<file path="src/rtl/gpio_ovr_pkg.sv">
package gpio_ovr_pkg;
  localparam int unsigned ADDR_W = 2;
  localparam logic [ADDR_W-1:0] A_DIR = 2'd0;
  localparam logic [ADDR_W-1:0] A_LAT = 2'd1;
  localparam logic [ADDR_W-1:0] A_PIN = 2'd2;

  // Three-level priority pick: bus, then peripheral, then default.
  function automatic logic pick3(input logic bus_own, input logic bus_v,
                                 input logic per_en, input logic per_v,
                                 input logic dflt);
    if (bus_own)     return bus_v;
    else if (per_en) return per_v;
    else             return dflt;
  endfunction
endpackage

</file>
<file path="src/rtl/gpio_ovr_sync.sv">
module gpio_ovr_sync #(
  parameter int unsigned W      = 8,
  parameter int unsigned STAGES = 2
) (
  input  logic         clk,
  input  logic         rst_n,
  input  logic [W-1:0] d_in,
  output logic [W-1:0] q_out
);
  logic [W-1:0] stg [STAGES];

  always_ff @(posedge clk or negedge rst_n) begin
    if (!rst_n) stg[0] <= '0;
    else        stg[0] <= d_in;
  end

  for (genvar s = 1; s < STAGES; s++) begin : g_stage
    always_ff @(posedge clk or negedge rst_n) begin
      if (!rst_n) stg[s] <= '0;
      else        stg[s] <= stg[s-1];
    end
    // each stage takes the previous stage one clock later
    p_sync_shift_r4: assert property (@(posedge clk) disable iff (!rst_n)
      stg[s] == $past(stg[s-1]));
  end

  // first stage captures the pad level
  p_sync_first_r4: assert property (@(posedge clk) disable iff (!rst_n)
    stg[0] == $past(d_in));

  assign q_out = stg[STAGES-1];
endmodule

</file>
<file path="src/rtl/gpio_ovr_regs.sv">
module gpio_ovr_regs
  import gpio_ovr_pkg::*;
#(
  parameter int unsigned W = 8
) (
  input  logic              clk,
  input  logic              rst_n,
  input  logic [ADDR_W-1:0] addr,
  input  logic              wr,
  input  logic [W-1:0]      wdata,
  input  logic [W-1:0]      pin_q,
  output logic [W-1:0]      rdata,
  output logic [W-1:0]      dir_q,
  output logic [W-1:0]      lat_q
);
  logic dir_we, lat_we;
  assign dir_we = wr && (addr == A_DIR);
  assign lat_we = wr && ((addr == A_LAT) || (addr == A_PIN));

  always_ff @(posedge clk or negedge rst_n) begin
    if (!rst_n)      dir_q <= '1;
    else if (dir_we) dir_q <= wdata;
  end

  always_ff @(posedge clk or negedge rst_n) begin
    if (!rst_n)      lat_q <= '0;
    else if (lat_we) lat_q <= wdata;
  end

  always_comb begin
    case (addr)
      A_DIR:   rdata = dir_q;
      A_LAT:   rdata = lat_q;
      A_PIN:   rdata = pin_q;
      default: rdata = '0;
    endcase
  end

  // reset leaves every pin an input
  p_reset_dir_r1: assert property (@(posedge clk) !rst_n |=> dir_q == '1);
  // direction changes only through a software write
  p_dir_only_sw_r6: assert property (@(posedge clk) disable iff (!rst_n)
    !(wr && addr == A_DIR) |=> $stable(dir_q));
  // both latch addresses load the latch
  p_lat_write_r5: assert property (@(posedge clk) disable iff (!rst_n)
    (wr && (addr == A_LAT || addr == A_PIN)) |=> lat_q == $past(wdata));
  // unmapped address reads zero
  p_unmapped_r11: assert property (@(posedge clk) disable iff (!rst_n)
    (addr == 2'd3) |-> rdata == '0);
endmodule

</file>
<file path="src/rtl/gpio_ovr_padmux.sv">
module gpio_ovr_padmux
  import gpio_ovr_pkg::*;
#(
  parameter int unsigned W        = 8,
  parameter logic [W-1:0] BUS_MASK = '1
) (
  input  logic [W-1:0] dir_q,
  input  logic [W-1:0] lat_q,
  input  logic [W-1:0] ovr_dir_en,
  input  logic [W-1:0] ovr_dir_out,
  input  logic [W-1:0] ovr_val_en,
  input  logic [W-1:0] ovr_val,
  input  logic         sysbus_en,
  input  logic [W-1:0] sysbus_oe,
  input  logic [W-1:0] sysbus_out,
  output logic [W-1:0] pad_oe,
  output logic [W-1:0] pad_out,
  output logic [W-1:0] bus_own
);
  for (genvar i = 0; i < W; i++) begin : g_bit
    if (BUS_MASK[i]) begin : g_shared
      assign bus_own[i] = sysbus_en;
    end else begin : g_free
      assign bus_own[i] = 1'b0;
    end
    assign pad_oe[i]  = pick3(bus_own[i], sysbus_oe[i], ovr_dir_en[i],
                              ovr_dir_out[i], ~dir_q[i]);
    assign pad_out[i] = pick3(bus_own[i], sysbus_out[i], ovr_val_en[i],
                              ovr_val[i], lat_q[i]);
  end
endmodule

</file>
<file path="src/rtl/gpio_ovr_port.sv">
module gpio_ovr_port
  import gpio_ovr_pkg::*;
#(
  parameter int unsigned W        = 8,
  parameter int unsigned FREE_BIT = 5,
  parameter int unsigned SYNC_N   = 2
) (
  input  logic              clk,
  input  logic              rst_n,
  input  logic [ADDR_W-1:0] reg_addr,
  input  logic              reg_wr,
  input  logic [W-1:0]      reg_wdata,
  output logic [W-1:0]      reg_rdata,
  input  logic [W-1:0]      pad_in,
  output logic [W-1:0]      pad_out,
  output logic [W-1:0]      pad_oe,
  input  logic [W-1:0]      ovr_dir_en,
  input  logic [W-1:0]      ovr_dir_out,
  input  logic [W-1:0]      ovr_val_en,
  input  logic [W-1:0]      ovr_val,
  input  logic              sysbus_en,
  input  logic [W-1:0]      sysbus_oe,
  input  logic [W-1:0]      sysbus_out
);
  localparam logic [W-1:0] BUS_MASK = ~(W'(1) << FREE_BIT);

  logic [W-1:0] pin_q, dir_q, lat_q, bus_own;

  gpio_ovr_sync #(.W(W), .STAGES(SYNC_N)) u_sync (
    .clk(clk), .rst_n(rst_n), .d_in(pad_in), .q_out(pin_q));

  gpio_ovr_regs #(.W(W)) u_regs (
    .clk(clk), .rst_n(rst_n), .addr(reg_addr), .wr(reg_wr),
    .wdata(reg_wdata), .pin_q(pin_q), .rdata(reg_rdata),
    .dir_q(dir_q), .lat_q(lat_q));

  gpio_ovr_padmux #(.W(W), .BUS_MASK(BUS_MASK)) u_mux (
    .dir_q(dir_q), .lat_q(lat_q), .ovr_dir_en(ovr_dir_en),
    .ovr_dir_out(ovr_dir_out), .ovr_val_en(ovr_val_en), .ovr_val(ovr_val),
    .sysbus_en(sysbus_en), .sysbus_oe(sysbus_oe), .sysbus_out(sysbus_out),
    .pad_oe(pad_oe), .pad_out(pad_out), .bus_own(bus_own));

  // plain mode follows the inverted direction register
  p_dir_oe_r2: assert property (@(posedge clk) disable iff (!rst_n)
    (!sysbus_en && ovr_dir_en == '0) |-> pad_oe == ~dir_q);
  // the bus-free pin is never owned by the bus
  p_free_pin_r8: assert property (@(posedge clk) disable iff (!rst_n)
    !bus_own[FREE_BIT]);
  // the free pin keeps the port direction while the bus is on
  p_free_dir_r8: assert property (@(posedge clk) disable iff (!rst_n)
    (sysbus_en && !ovr_dir_en[FREE_BIT]) |-> pad_oe[FREE_BIT] == ~dir_q[FREE_BIT]);
  // no pin drives in the first cycle after reset
  p_reset_oe_r1: assert property (@(posedge clk)
    (!rst_n && !sysbus_en && ovr_dir_en == '0) |=> (rst_n || pad_oe == '0));
endmodule

</file>
<file path="config.mk">
export PLATFORM = sky130hd
export DESIGN_NAME = gpio_ovr_port
export DESIGN_NICKNAME = d
export VERILOG_FILES = /design/src/rtl/gpio_ovr_pkg.sv /design/src/rtl/gpio_ovr_sync.sv /design/src/rtl/gpio_ovr_regs.sv /design/src/rtl/gpio_ovr_padmux.sv /design/src/rtl/gpio_ovr_port.sv
export SDC_FILE = /design/constraint.sdc
export NUM_CORES = 1
export LEC_CHECK = 0
export ABC_AREA = 0
export BUFFER_PORTS_ARGS = -buffer_cell sky130_fd_sc_hd__buf_4
export CAP_MARGIN = 20
export CORE_MARGIN = 5
export CORE_UTILIZATION = 30
export DETAILED_ROUTE_END_ITERATION = 12
export GPL_ROUTABILITY_DRIVEN = 0
export PLACE_DENSITY = 0.69
export SYNTH_ARGS = -nofsm -noshare
export SYNTH_HDL_FRONTEND = slang
export SYNTH_SLANG_ARGS = --single-unit
</file>
<file path="constraint.sdc">
create_clock -name clk -period 1.4 [get_ports clk]
set_input_delay 0.28 -clock clk [delete_from_list [all_inputs] [get_ports clk]]
set_output_delay 0.28 -clock clk [all_outputs]
set_load 0.02 [all_outputs]
</file>
==> results of run 1 <==
[synth_stat cells (7+ instances only)]
cell       n  area share (%)
mux2_4     8             7.6
dfrtp_1   24              38
a222oi_1   8             5.1
nand2b_1   7             2.8
nand2_1    8             1.9
mux2_2     9             6.4
dfstp_2    8              13
nor2_1    15             3.6
and2_1     7             2.8
o21ai_0    8             2.5
mux2i_1    7             4.4
o31a_1     7             3.9
[cell families (layout without fill, tap and decap cells)]
logic type,count (synthesis),count (layout),synth area share (%)
and+or+nand+nor,39,39,12.4
DFF,32,32,51.4
muxes,24,24,18.5
AOI/OAI and AO/OA,23,23,11.5
buffers and inverters,9,111,3.01
adders and majority gates,4,4,3.17
[timing repair]
action                                 in CTS  in global routing
endpoints found under the hold margin      24                  0
hold buffers                                1                  0
setup buffers                               7                  2
setup endpoints to repair                  15                 22
pin swaps                                  21                 11
resized for setup                          26                 10
[per-layer routing]
| metal | global-route usage, % | wire (um) | up-vias |
|---|---|---|---|
| met2 | 19.4 | 1860 | 70 |
| met4 | 3.92 | 44 | 0 |
| met3 | 3.80 | 482 | 7 |
| li1 | - | - | 671 |
| met1 | 14.6 | 1740 | 622 |
| met5 | 0 | 0 | - |
[power breakdown]
part	internal, mW	switching (mW)	leakage [nW]	total [mW]
Combinational	0.481	0.325	0.847	0.806
Sequential	1.07	0.0919	0.364	1.16
Clock	0.391	0.306	0.0510	0.697
[stage by stage]
step | std cells | TNS, ps | setup slack (ps) | power, mW
2_1_floorplan | 131 | 0 | 13.8 | 1.53
3_3_place_gp | 285 | -1780 | -237 | 1.88
3_5_place_dp | 285 | -2610 | -297 | 1.89
4_1_cts | 301 | -2140 | -157 | 2.67
5_1_grt | 303 | -2910 | -226 | 2.81
6_report | 303 | -1840 | -152 | 2.67
[how the worst max path moves through the flow]
stage | startpoint | end | slack, ps | cells after the start
after floorplan | reg_addr[0] | reg_rdata[5] | 10 | 5
after global placement | reg_addr[0] | reg_rdata[1] | -240 | 6
after detailed placement | reg_addr[0] | reg_rdata[6] | -300 | 6
after CTS | reg_addr[0] | reg_rdata[3] | -160 | 7
after global routing | u_regs.lat_q[7]$_DFFE_PN0P_ | reg_rdata[7] | -230 | 3
final | reg_addr[0] | reg_rdata[4] | -150 | 7
[sequential cells by signal (all words and copies together), names as in the netlist]
register and flops:
u_sync.q_out 8, u_regs.dir_q 8, u_sync.stg 8, u_regs.lat_q 8
[layout by cell type, fill, tap and decap left out, types with 2 or more instances in the layout]
cell,netlist,routed
o21ai_0,8,3
nand2_1,8,8
mux2i_1,7,7
o31a_1,7,7
dfrtp_1,24,24
nand2b_1,7,7
o21ai_1,0,5
buf_8,0,2
ha_4,0,2
nor2_1,15,12
a222oi_1,8,8
nand2_4,2,2
mux2_4,8,8
clkbuf_8,0,6
buf_4,1,85
dfstp_2,8,8
buf_6,1,12
clkinv_2,0,2
and2_1,7,7
mux2_2,9,9
nor2_2,0,3
[layout make-up]
class                           count  area [um2]  share of cell area [%]
Timing Repair Buffer              101         833                    32.1
Sequential cell                    32         811                    31.3
Multi-Input combinational cell     90         754                    29.1
Tap cell                           70        87.6                    3.38
Clock buffer                        6        82.6                    3.18
Inverter                            2        15.0                   0.579
Clock inverter                      2        10.0                   0.386
[worst max-delay path, stage by stage]
cell	delay, ps
buf_8	90
inv_6	40
ha_4	170
buf_6	110
a222oi_1	330
nor2_1	90
buf_4	160
==> impl_results.md, run 1 <==
- Setup ws final: -152 ps
- Congestion Overflow GR: 0
- Mapped cell area: 1580 um2
- F_max: 644 MHz
- Worst setup SP type: input pin
- Hold WS: 111 ps
- Fin crit share: 111%
- Initial Utilization: 30.9%
- Wire per inst: 13.6 um
- Mapped Cells: 131
- Drt pass-1 iters: 5
- Ports: 94
- Crit Reg-Reg Endpoint: u_regs.lat_q[0]$_DFFE_PN0P_
- Via/cell ratio: 4.52
- Finished Cell Area: 2590 um2
- DIE AREA: 6810 um2
- Yosys cell types: 20
- Post-DP HPWL: 3180 um
- LEAKAGE: 1.26 nW
- Post-route ant nets: 0
- Worst hold endpoint: u_sync.stg[11]$_DFF_PN0_
- RSZ-0062 raised after global routing: true
- Synth async-reset ratio: 100%
- 1st-iter DRT viols: 35
- Syn Area/Cell: 12.0 um2
- Via count: 1,370
- Synth Warn #: 0
- Final core utilization: 50.8%
- Sequential area share after synthesis: 51.4%
- Hold path start: pad_in[3]
- Worst-Margin Slew: 396 ps
- Hold WC Path Type: in2reg
- R2R setup slack: 410 ps
- Die extent in x: 82.5 um
- Max Cap Viol: 0
- Reg2reg path depth: 3
- Min Clock Period, post-route: 1550 ps
- Vias in the first global route: 1,336
- Final Skew: 0.261 ps
- Slew margin rel.: 73.6%
- CTS H-tree lvls: 2
- Cell Rows: 26
- Synth Net Count: 205
- Share of cells above drive strength 1: 61.4%
- CTS root buffer: clkbuf_8
- Crit Path Category: in2out
- Reg2Reg Launch Point: u_regs.lat_q[0]$_DFFE_PN0P_
- Synthesis-stage register bit count: 32
- Initial antenna violation count: 0
- Critical Path Fanout Max: 5
- CTS tree: yes
- Area of placed instances: 2310 um2
- Antenna cell count: 0
- Drc violations: 0
- Ys flop type: dfrtp_1
- Core Region: 5110 um2
- I/O Buffers: 91
- Pin count of the biggest net entering global routing: 33
- Final WL: 4130 um
- Status: complete, but fails checks
- Number of flops mapped to enable cells by yosys: 0
- Final Hold Viols: 0
- TritonCTS Sinks: 32
- Latest clock arrival within the worst-skew pair: 270 ps
- Endpoint class of the critical path: primary output
- Nets@finish: 306
- CTS Buffer Depth: 2
- Peak VDD IR: 606 uV
- Clock slew at reported path FFs: 60 ps
- Total GRT Usage: 11.8%
- Synth-to-layout area growth: 64.4%
- First-pass GRT wire length: 6090 um
- Cts bufs inserted: 5
- Failing checks: negative setup slack
- Die H: 82.5 um
- Final setup fails: 17
- Worst hold stages: 1
- Slew Limit Fails: 0
- Arr. time, crit path: 1270 ps
- PwrDens: 1030 nW/um2
- Number of fillers in the final layout: 491
- Required time worst endpoint: 1120 ps
(Power assumes the default switching activity.)
==> run 2, diff against run 1 <==
Settings changed: ABC_AREA 0 to 1, PLACE_DENSITY 0.69 to 0.67.
==> impl_results.md, run 2 <==
- Max Cap Viol: 0 (unchanged)
- CTS H-tree lvls: 2 (unchanged)
- CP max stage delay: 560 ps (+230 ps)
- Ys flop type: dfrtp_1
- Setup ws final: -67.8 ps (+84.2 ps)
- Wire per inst: 10.8 um (-21%)
- Area leader, netlist: dfrtp_1
- Initial antenna violation count: 0 (unchanged)
- Die H: 88.8 um (+7.6%)
- Total GRT Usage: 11.5% (-0.33 points)
- Clock Power Share: 26.3% (+0.2 points)
- LEAKAGE: 1.62 nW (+28%)
- Final Skew: 0.138 ps (-0.123 ps)
- Antenna cell count: 0 (unchanged)
- Yosys cell types: 15 (-25%)
- PwrDens: 928 nW/um2 (-9.8%)
- Mapped cell area: 1860 um2 (+18%)
- 1st-iter DRT viols: 13 (-63%)
- First-pass GRT wire length: 7160 um (+18%)
- Via/cell ratio: 4.11 (-9.0%)
- Seq pwr share: 42.9% (-0.8 points)
- CTS root buffer: clkbuf_8
- Endpoint class of the critical path: primary output
- Synth Warn #: 0 (unchanged)
- Cts bufs inserted: 5 (unchanged)
- Critical path's slowest cell: dfstp_2
- Share of cells above drive strength 1: 47.1% (-14 points)
- Commonest cells in the netlist: nand2_1 (104), inv_1 (55), dfrtp_1 (24)
- Cell Chain, Critical Path: nand2_1, nand3_1, nand2_1, inv_1, buf_6
- Worst setup SP type: register
- Count leader, synth: nand2_1
- Finished Cell Area: 2860 um2 (+10%)
- Synthesis-stage register bit count: 32 (unchanged)
- Min Clock Period, post-route: 1470 ps (-84.2 ps)
- Arr. time, crit path: 1190 ps (-80 ps)
- CTS tree: yes
- Pin count of the biggest net entering global routing: 33 (unchanged)
- Synth area leaders: dfrtp_1 (32%), nand2_1 (21%), dfstp_2 (11%)
- Internal power: 1.86 mW (-4.2%)
- Critical Path Fanout Max: 3 (-2)
- Sequential area share after synthesis: 43.5% (-7.9 points)
- Synth async-reset ratio: 100% (unchanged)
- Peak VDD IR: 592 uV (-2.4%)
- Reg2reg path depth: 3 (unchanged)
- DIE AREA: 7890 um2 (+16%)
- Critical Path Most Common Cell: nand2_1
- Drt pass-1 iters: 4 (-1)
- Hold WS: 109 ps (-2.25 ps)
- Die extent in x: 88.8 um (+7.6%)
- TritonCTS Sinks: 32 (unchanged)
- Status: complete, but fails checks
- Ports: 94 (unchanged)
- Sw power: 0.787 mW (+8.8%)
- Nets@finish: 417 (+36%)
- Mapped Cells: 247 (+89%)
- Slew margin rel.: 73.4% (-0.24 points)
- I/O Buffers: 91 (unchanged)
- F_max: 681 MHz (+5.7%)
- Congestion Overflow GR: 0 (unchanged)
- Area of placed instances: 2610 um2 (+13%)
- Syn Area/Cell: 7.55 um2 (-37%)
- Latest clock arrival within the worst-skew pair: 270 ps (about the same)
- Post-DP HPWL: 3570 um (+12%)
- Number of flops mapped to enable cells by yosys: 0 (unchanged)
- Final Hold Viols: 0 (unchanged)
- Core Region: 5990 um2 (+17%)
- Vias in the first global route: 1,638 (+23%)
- Most common cell after layout, fill and taps aside: nand2_1
- Logic gate share of total power: 30.8% (+0.6 points)
- Drc violations: 0 (unchanged)
- Crit Path Category: reg2out
- Initial Utilization: 31.1% (+0.23 points)
- Required time worst endpoint: 1120 ps (about the same)
- Synth Net Count: 321 (+57%)
- Most frequent cells in the layout: nand2_1 (93), buf_4 (76), inv_1 (49)
- Post-route ant nets: 0 (unchanged)
- Net Sw Frac: 29.7% (+2.6 points)
- Clock slew at reported path FFs: 60 ps (about the same)
- Via count: 1,724 (+26%)
- Final setup fails: 11 (-6)
- Slew Limit Fails: 0 (unchanged)
- RSZ-0062 raised after global routing: true
- Final WL: 4520 um (+9.4%)
- Fin crit share: 105% (-6.0 points)
- Failing checks: negative setup slack
- Synth top area share: 32.2% (-5.9 points)
- Cell Rows: 28 (+7.7%)
- Worst-Margin Slew: 398 ps (+2.15 ps)
- Synth-to-layout area growth: 53.2%
- CTS Buffer Depth: 2 (unchanged)
- Worst hold stages: 1 (unchanged)
- Hold WC Path Type: in2reg
## run 2: changes by cell type after synthesis, moves of 10 or more
cell / delta
nor2_1: -15
inv_1: +53
nand3_2: +10
nand2_1: +96
o21ai_2: +16
nand3_1: +12
## run 2: final cells by class
type                    count  area, um2
multi-input cells         152        845
flip-flops and latches     32        811
clock buffers               8       90.1
fillers                   596       3140
repair buffers             96        803
inverters                  56        213
well taps                  75       93.8
## run 2: kinds of logic after synthesis
family                   count (synthesis)  share of synthesized area (%)
buffers and inverters                   63                           14.6
adder cells (fa/ha/maj)                  4                           2.68
AND/OR/NAND/NOR                        130                           31.1
AO/OA/AOI/OAI                           18                           8.05
flip-flops                              32                           43.5
## run 2: final timing paths
check	end	slack, ps	startpoint
worst max-delay path	reg_rdata[7]	-70	u_regs.dir_q[7]$_DFFE_PN1P_
worst min-delay path	u_sync.stg[10]$_DFF_PN0_	110	pad_in[2]
worst max register to register	u_regs.dir_q[5]$_DFFE_PN1P_	580	u_regs.dir_q[5]$_DFFE_PN1P_
worst min register to register	u_sync.q_out[2]$_DFF_PN0_	350	u_sync.stg[10]$_DFF_PN0_
max in group asynchronous	u_regs.dir_q[1]$_DFFE_PN1P_	610	rst_n
min in group asynchronous	u_sync.q_out[0]$_DFF_PN0_	470	rst_n
## run 2: repair_timing
action,in CTS,in global routing
resized for setup,22,22
endpoints found under the setup margin,15,16
pin swaps,23,8
hold buffers,1,0
buffers inserted,1,0
endpoints found under the hold margin,24,0
## run 2: power groups by stage
stage,clock [mW],combinational [mW],sequential (mW)
2_1_floorplan,0,0.422,1.12
3_3_place_gp,0,0.729,1.15
3_5_place_dp,0,0.743,1.15
4_1_cts,0.707,0.796,1.14
5_1_grt,0.754,0.904,1.15
6_report,0.698,0.815,1.14
## run 2: critical path, delay by kind of cell (launching register included)
kind | cells | cell delay, ps
DFF | 1 | 560
and+or+nand+nor | 3 | 160
buffers and inverters | 2 | 180
## run 2: metrics by stage
stage               instances  total power, mW  setup TNS (ps)  util [%]  worst slack (ps)
finish                    419             2.65            -463      47.7             -67.8
global route              419             2.81           -1380      47.7              -160
CTS                       419             2.64            -689      46.5             -87.4
detailed placement        409             1.89            -683      43.6              -109
global placement          409             1.88            -551      43.6             -86.7
floorplan                 247             1.54               0         -               196
## run 2: layer usage
metal	global-route usage, %	up-vias	wire length, um
met5	0	-	0
met4	3.16	0	83
li1	-	916	-
met3	4.00	9	454
met2	19.8	57	2160
met1	13.5	742	1820
